<file path="src/rtl/frac_lut_pkg.sv">
package frac_lut_pkg;
  typedef enum logic {
    MODE_SINGLE = 1'b0,
    MODE_SPLIT  = 1'b1
  } lut_mode_e;
endpackage

</file>
<file path="src/rtl/flut_cfg_chain.sv">
module flut_cfg_chain #(
  parameter int W = 65
) (
  input  logic         clk,
  input  logic         rst_n,
  input  logic         shift_en,
  input  logic         bit_in,
  output logic [W-1:0] state
);
  logic [W-1:0] state_q;
  logic [W-1:0] state_d;

  always_comb begin
    state_d = state_q;
    if (shift_en) begin
      state_d = {state_q[W-2:0], bit_in};
    end
  end

  always_ff @(posedge clk or negedge rst_n) begin
    if (!rst_n) begin
      state_q <= '0;
    end else begin
      state_q <= state_d;
    end
  end

  assign state = state_q;

  AST_RESET_CLEAR: assert property (@(posedge clk) disable iff (!rst_n)
    $rose(rst_n) |-> (state_q == '0));
  AST_SHIFT_IN: assert property (@(posedge clk) disable iff (!rst_n)
    shift_en |=> (state_q[0] == $past(bit_in)));
  AST_HOLD_CFG: assert property (@(posedge clk) disable iff (!rst_n)
    !shift_en |=> $stable(state_q));
endmodule

</file>
<file path="src/rtl/flut_half_table.sv">
module flut_half_table #(
  parameter int ADDR_W = 5
) (
  input  logic [(1<<ADDR_W)-1:0] mask,
  input  logic [ADDR_W-1:0]      addr,
  output logic                   value
);
  assign value = mask[addr];
endmodule

</file>
<file path="src/rtl/frac_lut.sv">
module frac_lut #(
  parameter int K      = 6,
  parameter int SHARED = 2
) (
  input  logic                      clk,
  input  logic                      rst_n,
  input  logic                      cfg_en,
  input  logic                      cfg_bit,
  input  logic [SHARED-1:0]         in_shared,
  input  logic [K-1-SHARED-1:0]     in_priv0,
  input  logic [K-1-SHARED-1:0]     in_priv1,
  input  logic                      in_top,
  output logic                      out0,
  output logic                      out1
);
  import frac_lut_pkg::*;

  localparam int HALF_IN = K - 1;
  localparam int PRIV    = HALF_IN - SHARED;
  localparam int MASK_W  = 1 << K;
  localparam int HALF_W  = MASK_W / 2;
  localparam int CHAIN_W = MASK_W + 1;

  logic [1:0]         rst_sync_q;
  logic               rst_sync_n;
  logic [CHAIN_W-1:0] cfg_word;
  logic [MASK_W-1:0]  mask;
  lut_mode_e          mode;
  logic [1:0]         half_val;
  logic [PRIV-1:0]    priv_sel [2];

  // Reset: asserted at once, released after two clock edges.
  always_ff @(posedge clk or negedge rst_n) begin
    if (!rst_n) begin
      rst_sync_q <= 2'b00;
    end else begin
      rst_sync_q <= {rst_sync_q[0], 1'b1};
    end
  end
  assign rst_sync_n = rst_sync_q[1];

  flut_cfg_chain #(.W(CHAIN_W)) u_chain (
    .clk      (clk),
    .rst_n    (rst_sync_n),
    .shift_en (cfg_en),
    .bit_in   (cfg_bit),
    .state    (cfg_word)
  );

  assign mask = cfg_word[MASK_W-1:0];
  assign mode = lut_mode_e'(cfg_word[CHAIN_W-1]);

  // The upper half reads the private group of function 0 unless the element is split.
  assign priv_sel[0] = in_priv0;
  assign priv_sel[1] = (mode == MODE_SPLIT) ? in_priv1 : in_priv0;

  for (genvar h = 0; h < 2; h++) begin : g_half
    flut_half_table #(.ADDR_W(HALF_IN)) u_tab (
      .mask  (mask[h*HALF_W +: HALF_W]),
      .addr  ({priv_sel[h], in_shared}),
      .value (half_val[h])
    );
  end

  always_comb begin
    out0 = 1'b0;
    out1 = 1'b0;
    if (!cfg_en) begin
      if (mode == MODE_SPLIT) begin
        out0 = half_val[0];
        out1 = half_val[1];
      end else begin
        out0 = in_top ? half_val[1] : half_val[0];
      end
    end
  end

  AST_CFG_QUIET: assert property (@(posedge clk) disable iff (!rst_sync_n)
    cfg_en |-> (!out0 && !out1));
  AST_SINGLE_OUT1: assert property (@(posedge clk) disable iff (!rst_sync_n)
    (mode == MODE_SINGLE) |-> !out1);
  AST_SPLIT_ISOL: assert property (@(posedge clk) disable iff (!rst_sync_n)
    ((mode == MODE_SPLIT) && $stable(cfg_word) && !cfg_en && $past(!cfg_en)
     && $stable(in_shared) && $stable(in_priv0)) |-> $stable(out0));
endmodule

</file>
<file path="config.mk">
export PLATFORM = sky130hd
export DESIGN_NAME = frac_lut
export DESIGN_NICKNAME = d
export VERILOG_FILES = /design/src/rtl/frac_lut_pkg.sv /design/src/rtl/flut_cfg_chain.sv /design/src/rtl/flut_half_table.sv /design/src/rtl/frac_lut.sv
export SDC_FILE = /design/constraint.sdc
export NUM_CORES = 1
export LEC_CHECK = 0
export BUFFER_PORTS_ARGS = -buffer_cell sky130_fd_sc_hd__buf_2
export CORE_ASPECT_RATIO = 1.1
export CORE_MARGIN = 3
export CORE_UTILIZATION = 60
export CTS_CLUSTER_DIAMETER = 80
export CTS_CLUSTER_SIZE = 10
export DETAILED_ROUTE_END_ITERATION = 10
export GPL_ROUTABILITY_DRIVEN = 1
export HOLD_SLACK_MARGIN = 0.02
export PLACE_DENSITY_LB_ADDON = 0.2
export SKIP_LAST_GASP = 1
export SLEW_MARGIN = 15
export SYNTH_ARGS = -nofsm -noshare
export SYNTH_HDL_FRONTEND = slang
export SYNTH_SLANG_ARGS = --single-unit
</file>
<file path="constraint.sdc">
create_clock -name clk -period 5.4 [get_ports clk]
set_input_delay 1.62 -clock clk [delete_from_list [all_inputs] [get_ports clk]]
set_output_delay 1.62 -clock clk [all_outputs]
set_load 0.05 [all_outputs]
</file>
==> metrics list, run 1 <==
- Maximum ir drop on the vdd rail: 0.2953 mV
* Grt ovf: 0
* Flops & latches, synth: 67
- In this run the vertical extent of the chip is 81.52 um.
- Timing startpoint of the critical path: in_shared[0]
- The count of final max-slew check failures is 0.
* Number of remaining DRC errors: 0
* Sum of negative setup slack: 0 ns
- Total power density per cell area: 364.7 nW/um2
* Type of the tightest min-delay check: reg2reg
- Post-DP Area: 3191 um2
- Number of max-cap violations: 0
- Sort of element at the start of the critical path: input pin
* Residual antenna-violating net count after detailed routing: 0
- The worst register-to-register path ends at u_chain.state[2].
- Yosys instantiated no cell more often than sky130_fd_sc_hd__dfrtp_1.
* Critical register-to-register path startpoint: rst_sync_q[1]
- Commonest cells in the synthesized netlist: 67 x sky130_fd_sc_hd__dfrtp_1, 65 x sky130_fd_sc_hd__mux2_2, 8 x sky130_fd_sc_hd__mux4_1, 8 x sky130_fd_sc_hd__mux4_2
- Maximum number of pins on one net before global-route repair: 66
- Netlist area before placement: 3110 um2
* Sw Ratio: around 25%
- The first detailed-routing pass ran for 4 iterations.
- Count of final setup violators: 0
* Clock power frac: 29.4%
- Clock transition time at the flip-flop clock pins of the worst setup and hold paths: 0.06 ns
- Per-instance average area after synthesis: 16.03 um2
- Number of nets produced by synthesis: 207
* Ys async rst share: 100.0%
* Hold path startpoint: rst_sync_q[0]
- Sequential elements use a little over half of the synthesized area.
* Setup clock skew after layout: 0.006000 ns
- Routed vias: between 1.5k and 2k
* GRT met3 Usage: 3.672%
- The path with the worst hold slack has its endpoint at rst_sync_q[1].
- Last weighted congestion value of the routability-driven placer: 0.7968
- Resized Gates After CTS: 0
* Post-synthesis cell type with the largest combined area: sky130_fd_sc_hd__dfrtp_1
- Number of clock sinks: between 60 and 70
* Antenna violations before repair: 0
- Overall Global Routing Usage: 19.74%
- The number of hold buffers added after CTS was 0.
- After layout, the worst setup slack is 0.3622 ns.
- At the pin with the least slew margin, the transition time is 0.7925 ns.
* Clock period minus worst slack: ~5.0 ns
* Kind of capture point of the worst setup path: output pin
- Crit path kind: in2out
- Static timing analysis puts the maximum clock frequency at slightly below 200 MHz.
* Count of nets after finishing: 222
* Number of ports placed on the die boundary: 15
- The number of clock buffers added by TritonCTS is 9.
- H-tree level count: 3
- The synthesized design contains 0 enable-type register cells.
- Initial cell density of the core: between 60% and 70%
- Cell internal power dissipation: 0.9162 mW
- The first global-routing pass estimated 8749 um of wire.
* Number of instances on the worst hold path: 0
- Smallest hold slack: 0.3634 ns
- In this run, distinct cell masters in the synthesized netlist total 23.
- Vias per inst: just over 6
* Power, Total: 1.227 mW
* Total number of yosys warnings: 0
- Gate count of the mapped netlist: approximately 190
- The final critical path takes up 93.29% of the cycle.
- met2 is the most crowded layer.
- After synthesis, the largest area contributor takes up 53.90% of total cell area.
- From synthesis to final layout, the design area changed by 8.126%.
- Buffers added to address setup during post-CTS repair amount to 0.
- Summing all non-filler instances in the final layout gives an area of 3363 um2.
- Fraction of power consumed by sequential logic: a little over half
- I/O Buffers: 14
* Fraction of met1 tracks used by global routing: between 20% and 30%
- Predominant post-synthesis flop cell: sky130_fd_sc_hd__dfrtp_1
- Die boundary width: 74.65 um
* Number of rows created at floorplan: 26
- In this run the worst path has a maximum fanout of 16.
- 0 antenna diodes ended up in the layout.
- Initial detailed-routing violation count: 97
* Wire length reported by the detailed router: 4992 um
- Normalized max-slew margin: 47.17%
* Number of global-route vias before repair: 1785
* Setup WS pre-CTS: 0.3369 ns
- The die covers 6085 um2.
* Fillcell total: 326
- At the worst endpoint, the arrival time is 3.42 ns.
- Combinational power share: between 15 and 20%
- By area the synthesized netlist is led by sky130_fd_sc_hd__dfrtp_1 54%, sky130_fd_sc_hd__mux2_2 24%, sky130_fd_sc_hd__mux4_1 6.8%, sky130_fd_sc_hd__mux4_2 5.8%, sky130_fd_sc_hd__mux2i_1 1.9%.
- After detailed routing, the average wire length per cell comes to 18.49 um.
* Leakage power figure: 1.610 nW
- The clock reaches the later pin of the worst-skew pair after 0.34 ns.
- Root Buffer Master: sky130_fd_sc_hd__clkbuf_8
* Required time of the critical path: 3.78 ns
* RSZ-0062 raised after global routing: no
- In this run the deepest clock path goes through 2 buffers.
- The run finished with clean final reports.
* Cell count of the worst reg-to-reg path: 1
- Of the cells placed in the final design, the portion with a size suffix greater than 1 is 49.53%.
- Clock tree from TritonCTS: yes
- The worst register-to-register path has a setup slack of 4.44 ns.
- The core region is 4815 um2.
* Global routing met2 resource utilization: between 30% and 40%
- Final Hold Vio Count: 0
- The HPWL after detailed placement is around 3400 um.
- Summed over all nets, the switching power comes to between 0.3 and 0.4 mW.
## flip-flops by register name, summed over array words and instances (netlist names)
name and cells:
rst_sync_q 2, u_chain.state 65
## worst max-delay path by stage
stage,endpoint,slack [ns],depth (start not counted)
floorplan,out0,0.42,7
CTS,out0,0.35,7
detailed placement,out0,0.34,7
global route,out0,0.19,7
finish,out0,0.36,7
global placement,out0,0.39,7
## layout make-up
type                    instances  area (um2)  area share [%]
clock buffers                  14       162.7           4.836
multi-input cells             113        1350           40.14
well taps                      56       70.07           2.083
inverters                       2       7.507          0.2232
flip-flops and latches         67        1678           49.89
repair buffers                 16       85.08           2.530
clock inverters                 2       10.01          0.2976
## kinds of logic (layout without fill, tap and decap cells)
| kind of cell | Yosys count | after routing | share of synthesized area (%) |
|---|---|---|---|
| AO/OA/AOI/OAI | 6 | 6 | 1.931 |
| buffers and inverters | 14 | 34 | 2.695 |
| flip-flops | 67 | 67 | 53.90 |
| multiplexers | 88 | 88 | 38.74 |
| other | 1 | 1 | 0.1206 |
| AND/OR/NAND/NOR | 18 | 18 | 2.614 |
## critical path, stage by stage
cell                        delay (ns)
sky130_fd_sc_hd__buf_2            0.41
sky130_fd_sc_hd__mux4_2           0.59
sky130_fd_sc_hd__a22oi_1          0.20
sky130_fd_sc_hd__nand3_1          0.12
sky130_fd_sc_hd__o2111ai_2        0.12
sky130_fd_sc_hd__o41ai_2          0.11
sky130_fd_sc_hd__buf_2            0.24
## power groups by stage
stage / clock network, mW / registers, mW / logic, mW
detailed placement: 0 / 0.674 / 0.204
global placement: 0 / 0.662 / 0.194
global route: 0.397 / 0.678 / 0.222
finish: 0.361 / 0.663 / 0.202
floorplan: 0 / 0.653 / 0.167
CTS: 0.372 / 0.664 / 0.206
## per-layer routing
| layer | up-vias | wire length, um |
|---|---|---|
| met5 | - | 0 |
| li1 | 766 | - |
| met2 | 26 | 2554 |
| met1 | 855 | 2190 |
| met4 | 0 | 133 |
| met3 | 11 | 113 |
## through the flow
stage / util [%] / instances
6_report: 69.85 / 270
5_1_grt: 69.85 / 270
2_1_floorplan: - / 194
3_5_place_dp: 66.27 / 254
3_3_place_gp: 66.27 / 254
4_1_cts: 69.85 / 270
## cells in the final DEF, fill, tap and decap left out, types with 3 or more instances in the layout
master and count:
sky130_fd_sc_hd__nand2_1 6, sky130_fd_sc_hd__mux4_2 8, sky130_fd_sc_hd__buf_2 14, sky130_fd_sc_hd__dfrtp_1 66
sky130_fd_sc_hd__mux2_2 65, sky130_fd_sc_hd__mux4_1 8, sky130_fd_sc_hd__mux2i_1 6, sky130_fd_sc_hd__nand3_1 5
sky130_fd_sc_hd__clkbuf_1 3, sky130_fd_sc_hd__clkbuf_8 11, sky130_fd_sc_hd__nor2_1 4
(Power assumes the default switching activity.)
==> inputs of run 2 (changes only) <==
- BUFFER_PORTS_ARGS: -buffer_cell sky130_fd_sc_hd__buf_2 -> not set
- DONT_BUFFER_PORTS: not set -> 1
- clock period: 5.4 -> 5.9 ns (I/O delays scaled with it)
==> run 2 against run 1 <==
Effect of this change: clock skew barely moved; clock power rose by 17%; die area did not move; non-clock buffer count fell by 13; design area fell by 0.22%; utilization fell by 0.16 points; largest cell class unchanged; largest power group unchanged; highest routed layer unchanged.
==> metrics list, run 2 (synthesized netlist as in run 1, its figures left out) <==
* Cell internal power dissipation: just over 0.9 mW
* Switching power: approximately 0.28 mW
- Sw Ratio: 23.05%
- H-tree level count: 3
* Cell-by-cell listing of the critical path: mux4_2 > a22oi_1 > nand3_1 > o2111ai_2 > o41ai_2 > buf_4
- Delay of the slowest cell on the worst path: 0.49 ns
- Setup clock skew after layout: a little over 0.006 ns
- Die boundary width: ~75 um
- Number of clock sinks: between 60 and 70
- Overall Global Routing Usage: 19.42%
- After filler insertion, the fill cell instance count of the layout stands at ~330.
- Clock tree buffer depth: 2
- For this run, global-route usage on met1 was measured as 23.08%.
* Routed vias: 1619
- Initial cell density of the core: between 60 and 70%
- Setup slack closes at 1.115 ns.
- Last weighted congestion value of the routability-driven placer: 0.7886
- The cell family contributing the most delay on the critical path is multiplexers.
* Kind of capture point of the worst setup path: output pin
- STA puts the critical path data required time at 4.13 ns.
- Crit path DAT: 3.02 ns
* Post-DP Area: 3128 um2
- STA classifies the critical path startpoint as an input pin.
* Final Hold Vio Count: 0
- Type of the tightest min-delay check: reg2reg
- Grt ovf: 0
- The area growth from synthesis to layout is 7.884%.
- The final layout contains routed wiring with a total length of 5101 um.
* Maximum ir drop on the vdd rail: 0.2476 mV
- Inserted Diodes: 0
* Number of iterations in the first detailed-routing pass: 4
* Final HPWL from detailed placement: around 3300 um
- The run finished with clean final reports.
* Combinational power share: between 10% and 20%
* Number of max-cap violations: 0
- Global-route wire length before repair: 8569 um
- In this run the vertical extent of the chip is 81.52 um.
- During I/O placement, the number of pins put on the boundary was 15.
* Cell count of the worst reg-to-reg path: 1
* Fraction of final layout cells with drive strength greater than 1: 47.26%
- Initial detailed-routing violation count: 62
* Clock power frac: 35.1%
- Of all nets on the critical path, the largest fanout is 16.
- Antenna violations before repair: 0
- The finished layout holds 257 standard cells, fillers aside.
* Resized Gates After CTS: 0
- Cell with the biggest individual delay on the critical path: sky130_fd_sc_hd__mux4_2
* Maximum number of pins on one net before global-route repair: 68
- Smallest hold slack: about 0.35 ns
* Clock tree from TritonCTS: yes
* Buffers plus inverters on the worst setup path: 1
* I/O Buffers: 0
- In this run the remaining antenna-violating nets after routing total 0.
- Counting the buffers created by CTS gives 9.
* Avg WL per Cell: 19.85 um
* Core area: 4815 um2
* Power, Total: between 1 and 1.5 mW
* Crit share post-route: 81.11%
* Clock transition time at the flip-flop clock pins of the worst setup and hold paths: approximately 0.06 ns
* Grt peak-use layer: met2
- Commonest non-fill, non-tap cell in the layout: sky130_fd_sc_hd__dfrtp_1
- RSZ-0062 raised after global routing: no
- Total power density per cell area: 357.0 nW/um2
- Cells fill 69.70% of the core in the end.
- The register with the most flip-flops in the layout has 65 of them.
* Pins over their slew limit: 0
- Count of nets after finishing: 209
- Normalized max-slew margin: 46.69%
- Clock period minus worst slack: 4.785 ns
* Leakage power figure: 1.580 nW
- Sum of negative setup slack: 0 ns
- Number of instances on the worst hold path: 0
- Number of global-route vias before repair: about 1.8k
- The worst setup path is of the in2out kind.
* Placed insts: 241
- Number of rows created at floorplan: 26
- After clock tree synthesis, the setup repair step added 0 buffers.
- In this run, flip-flops and latches consume between 50% and 60% of the power.
- CTS placed an instance of sky130_fd_sc_hd__clkbuf_8 at the clock tree root.
- Number of remaining DRC errors: 0
- The floorplan step defined a die boundary enclosing 6085 um2.
- Counting buffers and inverters, the worst setup path is 6 cells deep.
- Maximum operating frequency: 209.0 MHz
- Leaving out fill and tap cells, the most frequent cells in the layout are 66 x sky130_fd_sc_hd__dfrtp_1, 65 x sky130_fd_sc_hd__mux2_2, 11 x sky130_fd_sc_hd__clkbuf_8.
- In the global route stage, met2 resource usage came out at between 30% and 40%.
- For the pin with the worst max-slew slack, the measured transition is around 0.8 ns.
- Final instance area: roughly 3400 um2
- At the placement stage, the worst setup path has a slack of 1.112 ns.
- Hold repair after CTS inserted 0 buffers.
- In the routed layout, each cell is associated on average with a via count of roughly 6.3.
* Count of final setup violators: 0
- Clk_lat worst skew: 0.33 ns
- GRT met3 Usage: under 10%
[run 2: changes by cell type in the layout (fill, tap and decap cells not counted)]
cell                         before  now
sky130_fd_sc_hd__clkbuf_1         3    1
sky130_fd_sc_hd__bufinv_16        0    2
sky130_fd_sc_hd__buf_4            2    3
sky130_fd_sc_hd__clkinv_2         2    1
sky130_fd_sc_hd__clkinvlp_4       0    1
sky130_fd_sc_hd__buf_2           14    0
[run 2: per-layer routing]
metal | vias up | wire [um]
met4 | 0 | 101
met3 | 10 | 106
met2 | 21 | 2802
li1 | 736 | -
met5 | - | 0
met1 | 852 | 2090
[run 2: final cells by class]
type                       instances  area, um2  area share [%]
clock buffer                      12      155.1           4.623
clock inverter                     4      72.57           2.163
inverter                           2      7.507          0.2237
multi-input combinational        113       1350           40.23
sequential                        67       1678           50.00
tap                               56      70.07           2.088
timing repair buffer               3      22.52          0.6711
[run 2: path summary, 6_finish.rpt]
| kind | slack [ns] | end | from |
|---|---|---|---|
| worst max-delay path | 1.11 | out0 | in_shared[0] |
| worst min-delay path | 0.35 | rst_sync_q[1] | rst_sync_q[0] |
| worst max register to register | 4.94 | u_chain.state[60] | rst_sync_q[1] |
| worst min register to register | 0.35 | rst_sync_q[1] | rst_sync_q[0] |
| max in group asynchronous | 4.70 | rst_sync_q[1] | rst_n |
| min in group asynchronous | 0.42 | u_chain.state[18] | rst_sync_q[1] |
[run 2: power groups by stage]
stage          Sequential [mW]  Clock, mW  Combinational (mW)
5_1_grt                  0.625      0.454               0.182
6_report                 0.612      0.421               0.166
4_1_cts                  0.612      0.434               0.169
3_3_place_gp             0.606          0               0.161
3_5_place_dp             0.621          0               0.168
2_1_floorplan            0.598          0               0.153
==> inputs of run 3 (changes only) <==
- clock period: 5.9 -> 4.8 ns (I/O delays scaled with it)
==> run 3 against run 2 <==
Effect of this change: register-to-register slack worse by 1.1 ns; non-clock buffer count unchanged; total power is 23% higher; via count fell by 1.3%; worst setup slack got worse by 0.44 ns; hold slack gained 0.0014 ns; clock power up 23%; design area is essentially flat; sequential share of layout area is essentially flat; clock skew hardly changed; utilization about the same; die area unchanged; largest cell class unchanged.
==> metrics list, run 3 (synthesized netlist as in run 1, its figures left out) <==
- Status: finished, final reports clean
- Counting both buffers and inverters, the worst setup path holds a total of 1.
- For the worst setup path, the data arrival time is 2.68 ns.
- The cell that appears most often on the critical path is sky130_fd_sc_hd__nand3_1.
- Number of max-cap violations: 0
- Before antenna repair, the detailed router went through 4 iterations.
- After floorplanning, the core was sized to cover between 4000 and 5000 um2.
- Setup repair after global routing left no endpoint under its margin.
- Root Buffer Master: sky130_fd_sc_hd__clkbuf_8
- Setup WS pre-CTS: between 0.6 and 0.7 ns
- The detailed router finished its first iteration with 50 violations.
- The design draws 1.470 mW.
- The initialized floorplan defines 26 standard-cell rows.
- Final Hold Vio Count: 0
- For this run, the total global-route usage over all layers was measured as between 10% and 20%.
- In this run the worst path has a maximum fanout of 16.
- Die height: 81.52 um
- The clock tree synthesis step divided the H-tree into 3 levels.
* Count of nets after finishing: 209
- Clock tree from TritonCTS: yes
* Sort of element at the start of the critical path: input pin
* Maximum number of pins on one net before global-route repair: roughly 70
* Inserted Diodes: 0
- The worst pin sits at a relative slew slack of a little under half.
- For this run, the number of standard cells in the final layout without fillers is between 200 and 300.
- In this design, the largest share of critical-path delay is due to multiplexers.
- For this design the static power due to leakage is 1.587 nW.
* Initial cell density of the core: 64.60%
* Cell with the biggest individual delay on the critical path: sky130_fd_sc_hd__mux4_1
- After clock tree synthesis, the flow added hold-fix buffers numbering 0.
- Total power density per cell area: 438.1 nW/um2
- The count of nets left with antenna violations once routing finished came out at 0.
- Detailed placement ended at an HPWL of around 3300 um.
- After clock tree synthesis, the clock-pin slew on the worst setup and hold paths is 0.07 ns.
- Resized Gates After CTS: 0
- Largest register FFs: 65
* Antenna violations before repair: 0
* Maximum ir drop on the vdd rail: between 0.3 and 0.4 mV
- Counting every sink on the clock net gives 67.
- Delay of the slowest cell on the worst path: 0.54 ns
* Wire length reported by the detailed router: 4930 um
- For the final database, setup skew stands at 0.006428 ns.
* Kind of capture point of the worst setup path: output pin
* Sum of negative setup slack: 0 ns
* Hold path startpoint: rst_sync_q[0]
* Worst Max-Slew Pin Slew: just under 0.8 ns
- Clock tree buffer depth: 2
* Count of final setup violators: 0
- Crit share post-route: 85.88%
- In the final layout, the share of cells above drive strength 1 is roughly 48%.
- Fillcell total: 330
* Vias per inst: around 6.2
* Number of global-route vias before repair: 1727
* Postcts setup bufs: 0
* Type of the tightest min-delay check: reg2reg
- Traced cell by cell, the critical path runs through mux4_1 > mux2i_1 > nand3_1 > nand3_1 > o41ai_2 > buf_4.
- Timing startpoint of the critical path: in_shared[0]
- Maximum operating frequency: between 200 and 250 MHz
- Number of ports placed on the die boundary: 15
* Avg WL per Cell: 19.18 um
- Global-route wire length before repair: 8245 um
- Highest-count cells in the layout ignoring fill and taps: 66 x sky130_fd_sc_hd__dfrtp_1, 65 x sky130_fd_sc_hd__mux2_2, 11 x sky130_fd_sc_hd__clkbuf_8
- Die boundary width: around 75 um
- Commonest non-fill, non-tap cell in the layout: sky130_fd_sc_hd__dfrtp_1
- After layout, the worst setup slack is 0.6777 ns.
- Synthesis-to-finish area growth: 7.844%
* Crit path kind: in2out
- Grt ovf: 0
- The count of buffers added on input and output ports is 0.
- The congestion estimate from routability-driven global placement came to between 0.7 and 0.8.
* Required time of the critical path: 3.36 ns
- Pins over their slew limit: 0
- The later pin in the worst-skew pair is clocked with a latency of 0.33 ns.
* Routed vias: 1598
- The number of placed instances, taps included, is 241.
- The floorplan step defined a die boundary enclosing 6085 um2.
* Inserted Clock Buffers: 9
- The worst register-to-register path begins at rst_sync_q[1].
* Clock period minus worst slack: slightly above 4 ns
* Number of remaining DRC errors: 0
run 3: changes by cell type in the layout (fill, tap and decap cells not counted):
cell and change:
sky130_fd_sc_hd__clkbuf_1 -1, sky130_fd_sc_hd__clkinv_2 +2, sky130_fd_sc_hd__clkinvlp_4 -1
run 3: cell type report:
type / instances / area [um2] / area share (%)
Multi-Input combinational cell: 113 / 1350 / 40.25
Clock inverter: 5 / 75.07 / 2.238
Sequential cell: 67 / 1678 / 50.02
Clock buffer: 11 / 151.4 / 4.513
Timing Repair Buffer: 3 / 22.52 / 0.6714
Tap cell: 56 / 70.07 / 2.089
Inverter: 2 / 7.507 / 0.2238
run 3: power by group:
part | internal [mW] | total [mW] | leakage (nW) | switching (mW)
logic | 0.141 | 0.205 | 0.587 | 0.0636
clock network | 0.318 | 0.516 | 0.119 | 0.198
registers | 0.672 | 0.749 | 0.881 | 0.0766
total | 1.13 | 1.47 | 1.59 | 0.338
run 3: path summary, 6_finish.rpt:
check,slack (ns),end,cells past startpoint
worst max register to register,3.86,u_chain.state[50],1
worst min-delay path,0.35,rst_sync_q[1],0
worst min register to register,0.35,rst_sync_q[1],0
min in group asynchronous,0.42,u_chain.state[18],1
worst max-delay path,0.68,out0,6
max in group asynchronous,3.86,u_chain.state[50],1
run 3: stage by stage:
stage	hold slack [ns]	utilization [%]	area, um2
after floorplan	0.3312	-	3110
after global placement	0.3398	64.97	3128
after detailed placement	0.3410	64.97	3128
after CTS	0.3564	69.67	3354
after global routing	0.3685	69.67	3354
final	0.3544	69.67	3354
run 3: per-layer routing:
| layer | up-vias | share of wire (%) | track usage, % |
|---|---|---|---|
| li1 | 734 | - | - |
| met1 | 836 | 43 | 22.47 |
| met2 | 17 | 53 | 31.37 |
| met3 | 11 | 2.3 | 4.162 |
| met4 | 0 | 2.0 | 9.609 |
| met5 | - | 0 | 0 |
